File: config.mk
export PLATFORM = sky130hd
export DESIGN_NAME = mm4_core
export DESIGN_NICKNAME = d
export VERILOG_FILES = /design/src/rtl/mm4_pkg.sv /design/src/rtl/mm4_alu.sv /design/src/rtl/mm4_ir.sv /design/src/rtl/mm4_seq.sv /design/src/rtl/mm4_core.sv
export SDC_FILE = /design/constraint.sdc
export NUM_CORES = 2
export LEC_CHECK = 0
export CORE_MARGIN = 5
export CORE_UTILIZATION = 67
export DETAILED_ROUTE_END_ITERATION = 6
export DONT_BUFFER_PORTS = 1
export PLACE_DENSITY = 0.83
export SLEW_MARGIN = 10
export SYNTH_ARGS = -nofsm -noshare
export SYNTH_HDL_FRONTEND = slang
export SYNTH_HIERARCHICAL = 1
export SYNTH_SLANG_ARGS = --single-unit
File: constraint.sdc
create_clock -name clk -period 10.5 [get_ports clk]
set_clock_uncertainty 0.15 [all_clocks]
set_input_delay 1.05 -clock clk [delete_from_list [all_inputs] [get_ports clk]]
set_output_delay 1.05 -clock clk [all_outputs]
set_load 0.03 [all_outputs]
File: src/rtl/mm4_pkg.sv
// Shared definitions for the four-address sequencer: control states and
// opcode values. Widths are left to the modules' parameters.
package mm4_pkg;

    typedef enum logic [2:0] {
        ST_HALT,
        ST_FETCH,
        ST_CAPT,
        ST_RDA,
        ST_RDB,
        ST_EXEC,
        ST_WRITE,
        ST_REDIR
    } seq_st_t;

    localparam int OPC_HALT = 0;
    localparam int OPC_ADD  = 1;
    localparam int OPC_SUB  = 2;
    localparam int OPC_MUL  = 3;

endpackage

File: src/rtl/mm4_alu.sv
// Combinational arithmetic unit. Assumes the opcode has already been
// screened; unknown opcodes yield zero, which is never written.
module mm4_alu #(
    parameter int DATA_W = 32,
    parameter int OPC_W  = 8
) (
    input  logic [OPC_W-1:0]  opcode,
    input  logic [DATA_W-1:0] a,
    input  logic [DATA_W-1:0] b,
    output logic [DATA_W-1:0] y
);
    import mm4_pkg::*;

    // Select the operation; results truncate to DATA_W bits.
    always_comb begin
        y = '0;
        if (opcode == OPC_W'(OPC_ADD))      y = a + b;
        else if (opcode == OPC_W'(OPC_SUB)) y = a - b;
        else if (opcode == OPC_W'(OPC_MUL)) y = a * b;
    end

endmodule

File: src/rtl/mm4_ir.sv
// Instruction assembler. Shifts in one memory word per capture, most
// significant word first. On the final capture only the upper
// DATA_W-PAD bits are kept, so the register holds exactly the packed
// instruction. Assumes the instruction is wider than one data word.
module mm4_ir #(
    parameter int DATA_W = 32,
    parameter int ADDR_W = 24,
    parameter int OPC_W  = 8
) (
    input  logic              clk,
    input  logic              rst_n,
    input  logic              cap,
    input  logic              cap_last,
    input  logic [DATA_W-1:0] rdata,
    output logic [OPC_W-1:0]  opcode,
    output logic [ADDR_W-1:0] res_a,
    output logic [ADDR_W-1:0] op1_a,
    output logic [ADDR_W-1:0] op2_a,
    output logic [ADDR_W-1:0] nxt_a
);
    localparam int INSTR_W = OPC_W + 4 * ADDR_W;
    localparam int BEATS   = (INSTR_W + DATA_W - 1) / DATA_W;
    localparam int PAD     = BEATS * DATA_W - INSTR_W;

    logic [INSTR_W-1:0] ir_q;

    // Shift captured words into the instruction register.
    always_ff @(posedge clk) begin
        if (!rst_n)
            ir_q <= '0;
        else if (cap_last)
            ir_q <= {ir_q[INSTR_W-DATA_W+PAD-1:0], rdata[DATA_W-1:PAD]};
        else if (cap)
            ir_q <= {ir_q[INSTR_W-DATA_W-1:0], rdata};
    end

    // Split the packed instruction into its fields.
    always_comb begin
        opcode = ir_q[INSTR_W-1 -: OPC_W];
        res_a  = ir_q[4*ADDR_W-1 -: ADDR_W];
        op1_a  = ir_q[3*ADDR_W-1 -: ADDR_W];
        op2_a  = ir_q[2*ADDR_W-1 -: ADDR_W];
        nxt_a  = ir_q[ADDR_W-1:0];
    end

endmodule

File: src/rtl/mm4_seq.sv
// Control sequencer. Walks each instruction through fetch beats, final
// capture, operand reads, execute, write and redirect, and drives the
// memory port. Assumes one-cycle read latency and that a write issued in
// one cycle is visible to reads from the next cycle on.
module mm4_seq #(
    parameter int DATA_W = 32,
    parameter int ADDR_W = 24,
    parameter int OPC_W  = 8
) (
    input  logic                clk,
    input  logic                rst_n,
    input  logic                start,
    input  logic [ADDR_W-1:0]   start_addr,
    input  logic [OPC_W-1:0]    opcode,
    input  logic [ADDR_W-1:0]   res_a,
    input  logic [ADDR_W-1:0]   op1_a,
    input  logic [ADDR_W-1:0]   op2_a,
    input  logic [ADDR_W-1:0]   nxt_a,
    input  logic [DATA_W-1:0]   alu_y,
    input  logic [DATA_W-1:0]   mem_rdata,
    output logic [ADDR_W-1:0]   mem_addr,
    output logic                mem_we,
    output logic [DATA_W-1:0]   mem_wdata,
    output logic [DATA_W-1:0]   opa,
    output logic                cap,
    output logic                cap_last,
    output logic                halted,
    output logic                illegal_op,
    output mm4_pkg::seq_st_t    st
);
    import mm4_pkg::*;

    localparam int INSTR_W = OPC_W + 4 * ADDR_W;
    localparam int BEATS   = (INSTR_W + DATA_W - 1) / DATA_W;
    localparam int BEAT_W  = (BEATS > 1) ? $clog2(BEATS) : 1;
    localparam logic [BEAT_W-1:0] LAST_BEAT = BEAT_W'(BEATS - 1);

    seq_st_t           st_q;
    logic [BEAT_W-1:0] beat_q;
    logic [ADDR_W-1:0] ia_q;
    logic [DATA_W-1:0] opa_q;
    logic [DATA_W-1:0] res_q;
    logic              ill_q;
    logic              op_known;

    // Classify the fetched opcode as computing or not.
    always_comb begin
        op_known = (opcode == OPC_W'(OPC_ADD)) ||
                   (opcode == OPC_W'(OPC_SUB)) ||
                   (opcode == OPC_W'(OPC_MUL));
    end

    // Advance the instruction state machine; start overrides everything.
    always_ff @(posedge clk) begin
        if (!rst_n) begin
            st_q   <= ST_HALT;
            beat_q <= '0;
            ia_q   <= '0;
            opa_q  <= '0;
            res_q  <= '0;
            ill_q  <= 1'b0;
        end else if (start) begin
            st_q   <= ST_FETCH;
            beat_q <= '0;
            ia_q   <= start_addr;
            ill_q  <= 1'b0;
        end else begin
            case (st_q)
                ST_FETCH: begin
                    if (beat_q == LAST_BEAT) begin
                        st_q   <= ST_CAPT;
                        beat_q <= '0;
                    end else begin
                        beat_q <= beat_q + 1'b1;
                    end
                end
                ST_CAPT:  st_q <= ST_RDA;
                ST_RDA: begin
                    if (opcode == OPC_W'(OPC_HALT)) begin
                        st_q <= ST_HALT;
                    end else if (!op_known) begin
                        st_q  <= ST_HALT;
                        ill_q <= 1'b1;
                    end else begin
                        st_q <= ST_RDB;
                    end
                end
                ST_RDB: begin
                    opa_q <= mem_rdata;
                    st_q  <= ST_EXEC;
                end
                ST_EXEC: begin
                    res_q <= alu_y;
                    st_q  <= ST_WRITE;
                end
                ST_WRITE: st_q <= ST_REDIR;
                ST_REDIR: begin
                    ia_q   <= nxt_a;
                    beat_q <= '0;
                    st_q   <= ST_FETCH;
                end
                default:  st_q <= ST_HALT;
            endcase
        end
    end

    // Steer the memory address and controls from the current state.
    always_comb begin
        case (st_q)
            ST_FETCH: mem_addr = ia_q + ADDR_W'(beat_q);
            ST_RDA:   mem_addr = op1_a;
            ST_RDB:   mem_addr = op2_a;
            ST_WRITE: mem_addr = res_a;
            default:  mem_addr = ia_q;
        endcase
        mem_we     = (st_q == ST_WRITE);
        mem_wdata  = res_q;
        opa        = opa_q;
        cap        = (st_q == ST_FETCH) && (beat_q != '0);
        cap_last   = (st_q == ST_CAPT);
        halted     = (st_q == ST_HALT);
        illegal_op = ill_q;
        st         = st_q;
    end

endmodule

File: src/rtl/mm4_core.sv
// Top of the four-address memory-to-memory sequencer. Connects the
// instruction assembler, sequencer and arithmetic unit to a single
// synchronous memory port with one cycle of read latency.
module mm4_core #(
    parameter int DATA_W = 32,
    parameter int ADDR_W = 24,
    parameter int OPC_W  = 8
) (
    input  logic              clk,
    input  logic              rst_n,
    input  logic              start,
    input  logic [ADDR_W-1:0] start_addr,
    output logic [ADDR_W-1:0] mem_addr,
    output logic              mem_we,
    output logic [DATA_W-1:0] mem_wdata,
    input  logic [DATA_W-1:0] mem_rdata,
    output logic              halted,
    output logic              illegal_op
);
    logic [OPC_W-1:0]  opcode;
    logic [ADDR_W-1:0] res_a, op1_a, op2_a, nxt_a;
    logic [DATA_W-1:0] opa, alu_y;
    logic              cap, cap_last;
    mm4_pkg::seq_st_t  st;

    mm4_ir #(.DATA_W(DATA_W), .ADDR_W(ADDR_W), .OPC_W(OPC_W)) u_ir (
        .clk      (clk),
        .rst_n    (rst_n),
        .cap      (cap),
        .cap_last (cap_last),
        .rdata    (mem_rdata),
        .opcode   (opcode),
        .res_a    (res_a),
        .op1_a    (op1_a),
        .op2_a    (op2_a),
        .nxt_a    (nxt_a)
    );

    mm4_seq #(.DATA_W(DATA_W), .ADDR_W(ADDR_W), .OPC_W(OPC_W)) u_seq (
        .clk        (clk),
        .rst_n      (rst_n),
        .start      (start),
        .start_addr (start_addr),
        .opcode     (opcode),
        .res_a      (res_a),
        .op1_a      (op1_a),
        .op2_a      (op2_a),
        .nxt_a      (nxt_a),
        .alu_y      (alu_y),
        .mem_rdata  (mem_rdata),
        .mem_addr   (mem_addr),
        .mem_we     (mem_we),
        .mem_wdata  (mem_wdata),
        .opa        (opa),
        .cap        (cap),
        .cap_last   (cap_last),
        .halted     (halted),
        .illegal_op (illegal_op),
        .st         (st)
    );

    mm4_alu #(.DATA_W(DATA_W), .OPC_W(OPC_W)) u_alu (
        .opcode (opcode),
        .a      (opa),
        .b      (mem_rdata),
        .y      (alu_y)
    );

endmodule

==> results_dict.tcl <==
set metrics [dict create \
    cts_hold_buf 0 \
    fmax_ghz 0.1214 \
    clk_pin_slew_worst_paths_ns 0.09 \
    grt.total_usage 0.3859 \
    worst_pin_slew_ns 1.285 \
    synth_area_leader_cell "fa_1" \
    post_cts_resized 0 \
    remaining_drc_errors 4 \
    synth_edf_count 0 \
    pwr-share-clk 0.392 \
    slew-limit-headroom 0.1434 \
    synth_ff_type "dfxtp_1" \
    initial_core_util 0.6740 \
    seq_power_share 0.467 \
    synth.yosys.warnings 6 \
    die_h_um 220.2 \
    end_kind "flop" \
    hold_path_class "flop to flop" \
    crit_fanout 23 \
    swShare 0.3095 \
    cts_root_buffer "clkbuf_16" \
    first_pass_iters 7 \
    worst_slack_ns 2.263 \
    ys_seq_area_frac 0.1339 \
    tritoncts "yes" \
    violations "design-rule violations" \
    clk_path_buf_depth 2 \
    antenna_left 0 \
    worstRegToRegCells 24 \
    clock_latency_ns 0.46 \
    internal_power_uw 1206 \
    cp.required_ns 10.69 \
    slowest_stage "dfxtp_1" \
    maxCapViolCount 0 \
    synth-seq-cells 198 \
    layout.nets 3877 \
    dpl_worst_slack_ns 2.412 \
    ios 118 \
    hold_path_end "u_seq/opa[10]" \
    synthesis.area_um2 29610 \
    rr_endpoint "u_seq/mem_wdata[30]" \
    startpoint_type "flop" \
    comb_power_share 0.140 \
    async_reset_ff_frac 0 \
    routed_via_density 6.475 \
    synthCells 3368 \
    grt_pass1_vias 25510 \
    power.density_nw_per_um2 57.58 \
    status "finished with violations" \
    std_cell_rows 77 \
    yosysMostFrequentCell "inv_1" \
    hp-start "u_seq/opa[10]" \
    postCtsSetupBuffers 0 \
    hold_viol_final 0 \
    max_stage_delay_ns 1.07 \
    synthTopCellsByArea "fa_1 (28%), dfxtp_1 (13%), ha_1 (8.2%), inv_1 (5.8%), nand2_1 (5.5%)" \
    critical-path-top-delay-family "adder cells" \
    fin_setup_tns_ns 0 \
    grt_pass1_wl_mm 144.5 \
    synth_top_area_share 0.2779 \
    core-area_um2 43930 \
    overflow 0 \
    p_switching_uw 540.3 \
    grt_max_degree 195 \
    grt_antenna_before_repair 4 \
    crit_arrival_ns 8.42 \
    drtIter0Drc 2566 \
    syn_area_per_cell_um2 8.792 \
    crit_top_cell "fa_1" \
    fillCellCount 3561 \
    dp.final_hpwl_mm 69.44 \
    ir_worst_vdd_mv 0.09472 \
    rsz0062_at_grt "no" \
    post_drt_wl_per_cell_um 24.64 \
    die-area_um2 48500 \
    syn_nets 4031 \
    r2r-start "u_seq/opa[11]" \
    crit_chain "ha_1, fa_1, inv_1, fa_1, fa_1, inv_1, fa_1, fa_1, fa_1, fa_1, fa_1, ha_1, a21o_1, a21o_1, a21oi_1, a21boi_0, o21ai_0, a21oi_1, o21ai_0, xor2_1, a211oi_1, o21ai_1, nand2_1, a21boi_0" \
    place.gp.congestion 1.034 \
    netlist_top_cells_count "inv_1 (456), nand2_1 (436), fa_1 (411)" \
    r2r_setup_slack_ns 2.26 \
    cts_htree_levels 4 \
    critical_path_class "flop to flop" \
    synth.distinct_cells 91 \
    cts_inserted_buffers 17 \
    fin_util 0.6902 \
    maxSlewViolCount 0 \
    die_w_um 220.2 \
    vias 24740 \
    critical_path_buf_inv_count 2 \
    hold_depth 2 \
    setup_viol 0 \
    wl_mm 94.16 \
    layout-drive-gt1-share 0.06694 \
    numPortBuffers 0 \
    cellLeakagePower_uw 0.01512 \
    area.growth.synth_to_final_pct 2.396 \
    cts.sinks 198 \
    finalCritPeriodShare 0.7844 \
    power.total_uw 1746 \
    final.min_clock_period_ns 8.237 \
]
layout by cell type (no fill, tap or decap), drive strengths merged, types with 16 or more instances in the layout:
cell / count
a21boi: 66
a21o: 22
a21oi: 110
a22oi: 16
and2: 260
buf: 37
clkbuf: 17
dfxtp: 198
fa: 411
ha: 193
inv: 465
mux2: 104
mux2i: 27
nand2: 436
nand2b: 113
nand3: 34
nor2: 138
nor2b: 16
nor3: 26
o211a: 129
o21a: 23
o21ai: 70
o22ai: 26
xnor2: 69
xor2: 24
power groups by stage:
stage | logic, µW | clock network, µW | registers (µW)
6_report | 245 | 685 | 816
5_1_grt | 260 | 718 | 819
4_1_cts | 239 | 691 | 814
3_5_place_dp | 237 | 0 | 832
3_3_place_gp | 232 | 0 | 831
2_1_floorplan | 222 | 0 | 813
cell families after synthesis:
family,Yosys count,share of synthesized area
and+or+nand+nor,1068,0.1764
AOI/OAI and AO/OA,607,0.1568
muxes,131,0.05628
adders and majority gates,604,0.3594
xor gates and xnor gates,93,0.02751
DFF,198,0.1339
buffers and inverters,667,0.08979
metal layers:
layer | routed length (µm) | vias to the layer above | global-route usage
met5 | 32 | - | 0
met4 | 5428 | 4 | 0.1870
met3 | 10480 | 394 | 0.1159
met2 | 43450 | 1496 | 0.6207
met1 | 34770 | 12250 | 0.4773
li1 | - | 10600 | -
registers in the layout, summed over array words and instances (netlist names):
signal,cells
u_seq/illegal_op,1
u_seq/opa,32
u_seq/mem_wdata,32
u_seq/beat_q,2
u_seq/ia_q,24
u_seq/st,3
u_ir/ir_q,104
worst max path at each step:
stage	slack [ns]	depth (start not counted)	startpoint	end
after CTS	2.39	24	u_seq/opa[11]	u_seq/mem_wdata[30]
after floorplan	2.59	28	mem_rdata[2]	u_seq/mem_wdata[25]
after global routing	1.95	25	u_seq/opa[11]	u_seq/mem_wdata[31]
final	2.26	24	u_seq/opa[11]	u_seq/mem_wdata[30]
after detailed placement	2.41	24	u_seq/opa[11]	u_seq/mem_wdata[30]
after global placement	2.61	26	mem_rdata[2]	u_seq/mem_wdata[25]
worst reg2reg max path, delay by kind of cell, from the launching register on:
kind | cells | cell delay (ns)
DFF | 1 | 1.07
adders and majority gates | 10 | 4.79
xor gates and xnor gates | 1 | 0.18
AOI/OAI and AO/OA | 10 | 1.70
buffers and inverters | 2 | 0.15
and+or+nand+nor | 1 | 0.07
metrics by stage:
stage / hold slack [ns] / std cells / instance area, µm²
4_1_cts: 0.3338 / 3819 / 30320
3_3_place_gp: 0.3016 / 3787 / 29710
2_1_floorplan: 0.3148 / 3368 / 29610
3_5_place_dp: 0.3218 / 3787 / 29710
5_1_grt: 0.3713 / 3819 / 30320
6_report: 0.3381 / 3821 / 30320
area by class of cell:
class	instances	area, µm²	area share
Clock buffer	17	425.4	0.01403
Inverter	457	1715	0.05658
Sequential cell	198	3968	0.1309
Antenna cell	2	5.005	0.0001651
Multi-Input combinational cell	2503	23010	0.7590
Tap cell	592	740.7	0.02443
Timing Repair Buffer	37	277.8	0.009161
Clock inverter	15	175.2	0.005777
No activity file was read; power rests on OpenSTA's default activity.
